<file path="src/rtl/lane_regfile_pkg.sv">
package lane_regfile_pkg;
  typedef enum logic [1:0] {
    SZ_BYTE = 2'd0,
    SZ_HALF = 2'd1,
    SZ_WORD = 2'd2,
    SZ_BAD  = 2'd3
  } view_e;
endpackage

</file>
<file path="src/rtl/lane_decode.sv">
module lane_decode
  import lane_regfile_pkg::*;
#(
  parameter int NREGS = 8,
  parameter int IDXW  = 4
) (
  input  logic [IDXW-1:0]          idx_i,
  input  logic [1:0]               size_i,
  output logic [$clog2(NREGS)-1:0] reg_o,
  output logic                     hi_byte_o,
  output logic                     err_o
);
  localparam int RW   = $clog2(NREGS);
  localparam int HALF = NREGS / 2;

  always_comb begin
    reg_o     = idx_i[RW-1:0];
    hi_byte_o = 1'b0;
    err_o     = 1'b0;
    unique case (view_e'(size_i))
      SZ_BYTE: begin
        if (int'(idx_i) >= NREGS) err_o = 1'b1;
        else if (int'(idx_i) >= HALF) begin
          hi_byte_o = 1'b1;
          reg_o     = RW'(int'(idx_i) - HALF);
        end
      end
      SZ_HALF, SZ_WORD: err_o = (int'(idx_i) >= NREGS);
      default: err_o = 1'b1;
    endcase
  end
endmodule

</file>
<file path="src/rtl/lane_regfile.sv">
module lane_regfile
  import lane_regfile_pkg::*;
#(
  parameter int NREGS = 8,
  parameter int IDXW  = 4,
  parameter int DW    = 32
) (
  input  logic            clk_i,
  input  logic            rst_ni,
  input  logic [IDXW-1:0] rd_idx_i,
  input  logic [1:0]      rd_size_i,
  output logic [DW-1:0]   rd_data_o,
  output logic            rd_err_o,
  input  logic            wr_en_i,
  input  logic [IDXW-1:0] wr_idx_i,
  input  logic [1:0]      wr_size_i,
  input  logic [DW-1:0]   wr_data_i,
  output logic            wr_err_o
);
  localparam int RW = $clog2(NREGS);

  logic [DW-1:0] regs_q [NREGS];
  logic [RW-1:0] rd_reg, wr_reg;
  logic          rd_hi, wr_hi, wr_bad;

  lane_decode #(.NREGS(NREGS), .IDXW(IDXW)) i_rd_dec (
    .idx_i(rd_idx_i), .size_i(rd_size_i),
    .reg_o(rd_reg), .hi_byte_o(rd_hi), .err_o(rd_err_o));

  lane_decode #(.NREGS(NREGS), .IDXW(IDXW)) i_wr_dec (
    .idx_i(wr_idx_i), .size_i(wr_size_i),
    .reg_o(wr_reg), .hi_byte_o(wr_hi), .err_o(wr_bad));

  assign wr_err_o = wr_en_i & wr_bad;

  always_comb begin
    rd_data_o = '0;
    if (!rd_err_o) begin
      unique case (view_e'(rd_size_i))
        SZ_BYTE: rd_data_o[7:0] = rd_hi ? regs_q[rd_reg][15:8] : regs_q[rd_reg][7:0];
        SZ_HALF: rd_data_o[15:0] = regs_q[rd_reg][15:0];
        default: rd_data_o = regs_q[rd_reg];
      endcase
    end
  end

  for (genvar g = 0; g < NREGS; g++) begin : g_reg
    logic hit;
    assign hit = wr_en_i && !wr_bad && (wr_reg == RW'(g));
    always_ff @(posedge clk_i or negedge rst_ni) begin
      if (!rst_ni) regs_q[g] <= '0;
      else if (hit) begin
        unique case (view_e'(wr_size_i))
          SZ_BYTE: begin
            if (wr_hi) regs_q[g][15:8] <= wr_data_i[7:0];
            else       regs_q[g][7:0]  <= wr_data_i[7:0];
          end
          SZ_HALF: regs_q[g][15:0] <= wr_data_i[15:0];
          default: regs_q[g] <= wr_data_i;
        endcase
      end
    end
  end


  rd_err_zero_chk: assert property (@(posedge clk_i) disable iff (!rst_ni)
    rd_err_o |-> rd_data_o == '0);

  wr_err_hold_chk: assert property (@(posedge clk_i) disable iff (!rst_ni)
    wr_err_o |=> regs_q[0] == $past(regs_q[0]) && regs_q[NREGS-1] == $past(regs_q[NREGS-1]));

  bad_size_chk: assert property (@(posedge clk_i) disable iff (!rst_ni)
    (rd_size_i == 2'd3) |-> rd_err_o);

  byte_keep_chk: assert property (@(posedge clk_i) disable iff (!rst_ni)
    (wr_en_i && wr_size_i == 2'd0 && wr_idx_i == 4'd4) |=> regs_q[0][7:0] == $past(regs_q[0][7:0]) && regs_q[0][31:16] == $past(regs_q[0][31:16]));

  half_keep_chk: assert property (@(posedge clk_i) disable iff (!rst_ni)
    (wr_en_i && wr_size_i == 2'd1 && wr_idx_i == 4'd1) |=> $stable(regs_q[1][31:16]));

  narrow_zext_chk: assert property (@(posedge clk_i) disable iff (!rst_ni)
    (rd_size_i == 2'd0) |-> rd_data_o[31:8] == '0);
endmodule

</file>
<file path="config.mk">
export PLATFORM = sky130hd
export DESIGN_NAME = lane_regfile
export DESIGN_NICKNAME = d
export VERILOG_FILES = /design/src/rtl/lane_regfile_pkg.sv /design/src/rtl/lane_decode.sv /design/src/rtl/lane_regfile.sv
export SDC_FILE = /design/constraint.sdc
export NUM_CORES = 1
export LEC_CHECK = 0
export BUFFER_PORTS_ARGS = -buffer_cell sky130_fd_sc_hd__clkbuf_2
export CAP_MARGIN = 5
export CORE_MARGIN = 2
export CORE_UTILIZATION = 45
export DETAILED_ROUTE_END_ITERATION = 7
export PLACE_DENSITY = 0.63
export SLEW_MARGIN = 20
export SYNTH_ARGS = -nofsm -noshare
export SYNTH_HDL_FRONTEND = slang
export SYNTH_SLANG_ARGS = --single-unit
</file>
<file path="constraint.sdc">
create_clock -name clk_i -period 5.8 [get_ports clk_i]
set_input_delay 1.45 -clock clk_i [delete_from_list [all_inputs] [get_ports clk_i]]
set_output_delay 1.45 -clock clk_i [all_outputs]
set_load 0.05 [all_outputs]
</file>
# Word level (Yosys, flattened, before mapping)
# Cells that the tools add are included.
word_totals:
  regBits: 256
  latch_bits: 0
  ramBits: 0
  mem_bits_ro: 0
  n_memories: 0
classes:
  n_addsub: 2
  multipliers: 0
  n_div: 0
  magnitude_cmp: 5
  eq_ne: 13
  shifts: 0
  mux: 27
  n_bitwise: 3
  reduce_logical: 41
ops:
  columns: ["operator", "count"]
  rows:
  - ["32-bit binary-select mux with 3-bit select", 1]
  - ["32-bit 2-to-1 mux", 3]
  - ["2-bit AND reduction", 24]
  - ["8-bit 2-to-1 mux", 5]
  - ["16-bit 2-to-1 mux", 2]
  - ["3-bit 2-to-1 mux", 6]
  - ["3-bit equality test, second input constant", 4]
  - ["4-bit >= comparator, second input constant", 3]
  - ["1-bit logical AND", 9]
  - ["4-bit by 3-bit >= comparator with 1-bit output, second input constant", 2]
  - ["1-bit 2-to-1 mux", 8]
  - ["2-bit OR reduction", 4]
  - ["3-bit by 2-bit equality test with 1-bit output, second input constant", 2]
  - ["3-bit subtractor, second input constant", 2]
  - ["2-bit by 1-bit equality test with 1-bit output, second input constant", 2]
  - ["2-bit equality test, second input constant", 2]
  - ["2-bit zero test", 2]
  - ["3-bit inverter with 4-bit output", 1]
  - ["1-bit one-hot mux with 2 select lines", 2]
  - ["3-bit by 1-bit equality test with 1-bit output, second input constant", 1]
  - ["3-bit zero test", 1]
  - ["2-bit by 1-bit inequality test with 1-bit output, second input constant", 1]
  - ["2-bit inequality test, second input constant", 1]
  - ["1-bit AND", 1]
  - ["2 further kinds", 2]

# Logic depth before layout (Yosys ltp)
depth:
  ltp_word: 11
  depth_mapped: 6
  depth_no_buf: 3

# Hierarchy
# A second synthesis with hierarchy kept.
hier_totals:
  cells_unflattened: 751
  area_unflattened_um2: 12150.4
by_module_without_submodules:
  columns: ["module", "instances", "cells_each", "area_each_um2", "seq_area_each_um2"]
  rows:
  - ["lane_regfile", 1, 741, 12055.3, 6406.1]
  - ["lane_decode", 2, 5, 47.5, 0.0]

# Least setup slack after synthesis
# Ideal clock, no wire load.
synth_path:
  path_type: "input to output"
  from: "input port rd_idx_i[1]"
  to: "output port rd_data_o[4]"
  t_arrival_ns: 3.529
  t_required_ns: 4.350
  setup_slack_ns: 0.821
  stages: 5
  path_buffers: 2
  cell_sequence: "clkbuf_1 clkbuf_1 mux4_2 o22ai_1 nor3_1"
synth_between:
  elab_chain_len: 11
  word_cells_on_any_way: 18
  classes_between: "add/sub: 1; order compare: 2; mux: 14; bitwise: 1"
synth_rtl:
  columns: ["element", "line", "rtl"]
  rows:
  - ["start: declaration", "lane_regfile.sv:10", "input logic [IDXW-1:0] rd_idx_i,"]
  - ["4-bit by 3-bit >= comparator with 1-bit output or 3-bit subtractor (tied branches)", "lane_decode.sv:23, lane_decode.sv:25", null]
  - ["3-bit 2-to-1 mux", "lane_decode.sv:23", "else if (int'(idx_i) >= HALF) begin"]
  - ["3-bit 2-to-1 mux", "lane_decode.sv:22", "if (int'(idx_i) >= NREGS) err_o = 1'b1;"]
  - ["3-bit 2-to-1 mux", "lane_decode.sv:20", "unique case (view_e'(size_i))"]
  - ["3-bit inverter with 4-bit output (not written as such)", "lane_regfile.sv:40, lane_regfile.sv:41, lane_regfile.sv:42", null]
  - ["32-bit binary-select mux with 3-bit select", "lane_regfile.sv:40, lane_regfile.sv:41, lane_regfile.sv:42", null]
  - ["32-bit 2-to-1 mux (not written as such) (2 in a row)", "lane_regfile.sv:42", "default: rd_data_o = regs_q[rd_reg];"]
  - ["8-bit 2-to-1 mux", "lane_regfile.sv:40", "SZ_BYTE: rd_data_o[7:0] = rd_hi ? regs_q[rd_reg][15:8] : regs_q[rd_reg][7:0];"]
  - ["8-bit 2-to-1 mux", null, null]
  - ["32-bit 2-to-1 mux *", "lane_regfile.sv:38", "if (!rd_err_o) begin"]
  - ["end: declaration", "lane_regfile.sv:12", "output logic [DW-1:0] rd_data_o,"]
# Mark *: on every way between the ends. The rest lies on a longest branch, timed or not. The select of a mux whose other input is x is not followed.

# Final worst setup path
layout_path:
  from: "input port rd_idx_i[1]"
  to: "output port rd_data_o[5]"
# Same word-level chain as after synthesis.

==> impl_metrics.ini <==
[yosys]
synth_top_cell_area_share_pct = 53.8
synth_most_common_cell = mux2_2
synth_compound_area_share_pct = 2.66
synthTopCellsByCount = mux2_2 (264), dfrtp_1 (256), mux4_2 (64)
yosysUniqueCellTypes = 32
ys_top_cells_by_area = dfrtp_1 (54%), mux2_2 (25%), mux4_2 (12%), nand2_1 (1.6%), a21oi_1 (1.1%)
synth_top_area_cell = dfrtp_1
syn_avg_cell_area_um2 = 15.4
synth.yosys.seq_area_share_pct = 53.8
synth-main-ff-cell = dfrtp_1
yosys_warnings = 0
synth_edf_count = 0
synth_fa_ha_area_share_pct = 0
synthMuxAreaShare_pct = 37.1
syn-num-nets = 821
synth-simple-area-share_pct = 4.16
synth-xor-area-share_pct = 0.284
syn_inst = 774
async_flop_share_pct = 100
synth-seq-cells = 256
syn_area_mm2 = 0.0119
synth_top_family_by_area = multiplexers

[place]
place_congestion = 0.760
dp.cells = 1160
port_buffers = 80
dp_hpwl_mm = 17.4

[routing]
wire_per_inst_um = 22.8
wirelength_mm = 27.6
viasPerCell = 5.79
via_count = 6991
drcViolationCount = 0
antenna_left = 0
first_pass_iters = 5
drtIter0Drc = 421

[timing]
skew_ps = 0
rsz0062_at_grt = no
final-max-slew-violation-count = 0
max_slew_margin_pct = 26.2
finalSetupViolCount = 0
hold_violations = 0
worst_hold_slack_ps = 499
fin_crit_sh_pct = 82.8
max_slew.worst_pin.slew_ps = 1100
fin_crit_ps = 4800
fin_tns_setup_ps = 0
max_freq_ghz = 0.208

[finish]
largest_register_ffs = 256
nets = 901
seq_area_mm2 = 0.00641
area_delta_synth_final_pct = 13.9
top_register = regs_q
antenna_cells = 0
multi_input_area_mm2 = 0.00528
fillerInstances = 2163
stdcell_count = 1208
biggestRegsByFlops = regs_q (256)
drive_gt1_share_pct = 55.4

[die]
die_area_mm2 = 0.0278
die_h_um = 167
die_w_um = 167
start_util_pct = 45.8
core_area_mm2 = 0.0260
boundaryPins = 81
num_rows = 59

[run_status]
outcome = completed

[grt]
grt_max_degree = 113
antenna_found_initial = 0
grt_pass1_vias = 7816
grt_pass1_wl_mm = 44.2
grt_usage_pct = 20.2
grt_overflow_total = 0

[power]
power-per-cell-area_mw_per_mm2 = 353
vdd_drop_max_v = 0.000208
leakagePower_nw = 6.08

[clock_tree]
cts_sinks = 256
htreeDepth = 1
cts_buffers = 27
cts-resized-gates = 0
post_cts_buffers = 0
path_clk_slew_ps = 60
cts_tree = built
insertion_delay_ps = 520
clock_path_buffers = 3
cts-hold-fix-buffers = 0
clock-root-buffer = clkbuf_16

[critical_path]
worstPathArrival_ps = 3350
path_buf_inv = 3
critical_path.top_delay_family = buffers and inverters
reg2reg_slack_ps = 5010
path_class = in2out
slowest_delay_ps = 490
crit_fanout = 21
critPathSlowestCell = buf_2
crit_chain = buf_2 > buf_4 > mux4_2 > o22ai_1 > nor3_1 > clkbuf_2
cp-start-kind = primary input
endpoint_kind = output port
worst_ep_required_time_ps = 4350

[run]
drv_cap = 0

[worst_hold_path]
holdCritPathClass = reg2reg
[report_power, final]
part	internal (W)	total [W]	leakage (nW)	switching [W]
Sequential	0.00212	0.00229	3.31	0.000167
Clock	0.000998	0.00168	0.435	0.000679
Combinational	0.000456	0.000814	2.33	0.000358
[cells by family (layout without fill, tap and decap cells)]
family | Yosys count | count (layout)
flops | 256 | 256
mux | 328 | 328
simple gates | 99 | 99
buf+inv | 47 | 146
xor+xnor | 3 | 3
compound gates | 41 | 41
[through the flow]
stage,power (W),cell area [µm²],setup slack (ps),utilization (%)
global route,0.00500,13600,887,52.2
CTS,0.00484,13500,1000,52.1
detailed placement,0.00314,12700,998,48.8
floorplan,0.00288,11900,821,-
finish,0.00478,13600,1000,52.2
global placement,0.00307,12700,1040,48.8
[routing by layer]
layer	vias to the layer above	wire, µm	track usage (%)
met5	-	0	0
met4	0	585	4.91
met3	43	1160	3.18
met2	153	14400	35.8
met1	3758	11400	26.2
li1	3037	-	-
[cells in the final DEF (no fill, tap or decap), drive strengths merged]
master | Yosys | routed
nor3 | 16 | 16
nand2 | 51 | 51
nor3b | 1 | 1
bufinv | 0 | 1
o31a | 1 | 1
nand2b | 5 | 5
or4b | 1 | 1
xor2 | 1 | 1
dfrtp | 256 | 256
a2111oi | 4 | 4
nand4 | 2 | 2
mux2 | 264 | 264
nand3b | 1 | 1
or2 | 1 | 1
mux4 | 64 | 64
clkinv | 0 | 6
nor2b | 4 | 4
o22ai | 8 | 8
o21a | 1 | 1
nand3 | 6 | 6
nor2 | 11 | 11
clkbuf | 19 | 118
a21oi | 25 | 25
a21o | 1 | 1
buf | 27 | 20
o31ai | 1 | 1
xnor2 | 2 | 2
inv | 1 | 1
[final cells by class]
cell class | instances | share of cell area, %
Clock buffer | 41 | 5.96
Clock inverter | 7 | 0.443
Inverter | 1 | 0.0277
Multi-Input combinational cell | 471 | 38.9
Sequential cell | 256 | 47.3
Tap cell | 335 | 3.09
Timing Repair Buffer | 97 | 4.26
[path summary, 6_finish.rpt]
check / startpoint / end / depth (start not counted)
worst max register to register: regs_q[236]$_DFFE_PN0P_ / regs_q[236]$_DFFE_PN0P_ / 1
min in group asynchronous: rst_ni / regs_q[227]$_DFFE_PN0P_ / 1
worst min register to register: regs_q[145]$_DFFE_PN0P_ / regs_q[145]$_DFFE_PN0P_ / 1
worst max-delay path: rd_idx_i[1] / rd_data_o[5] / 6
max in group asynchronous: rst_ni / regs_q[217]$_DFFE_PN0P_ / 2
worst min-delay path: regs_q[145]$_DFFE_PN0P_ / regs_q[145]$_DFFE_PN0P_ / 1
(Power assumes the default switching activity.)
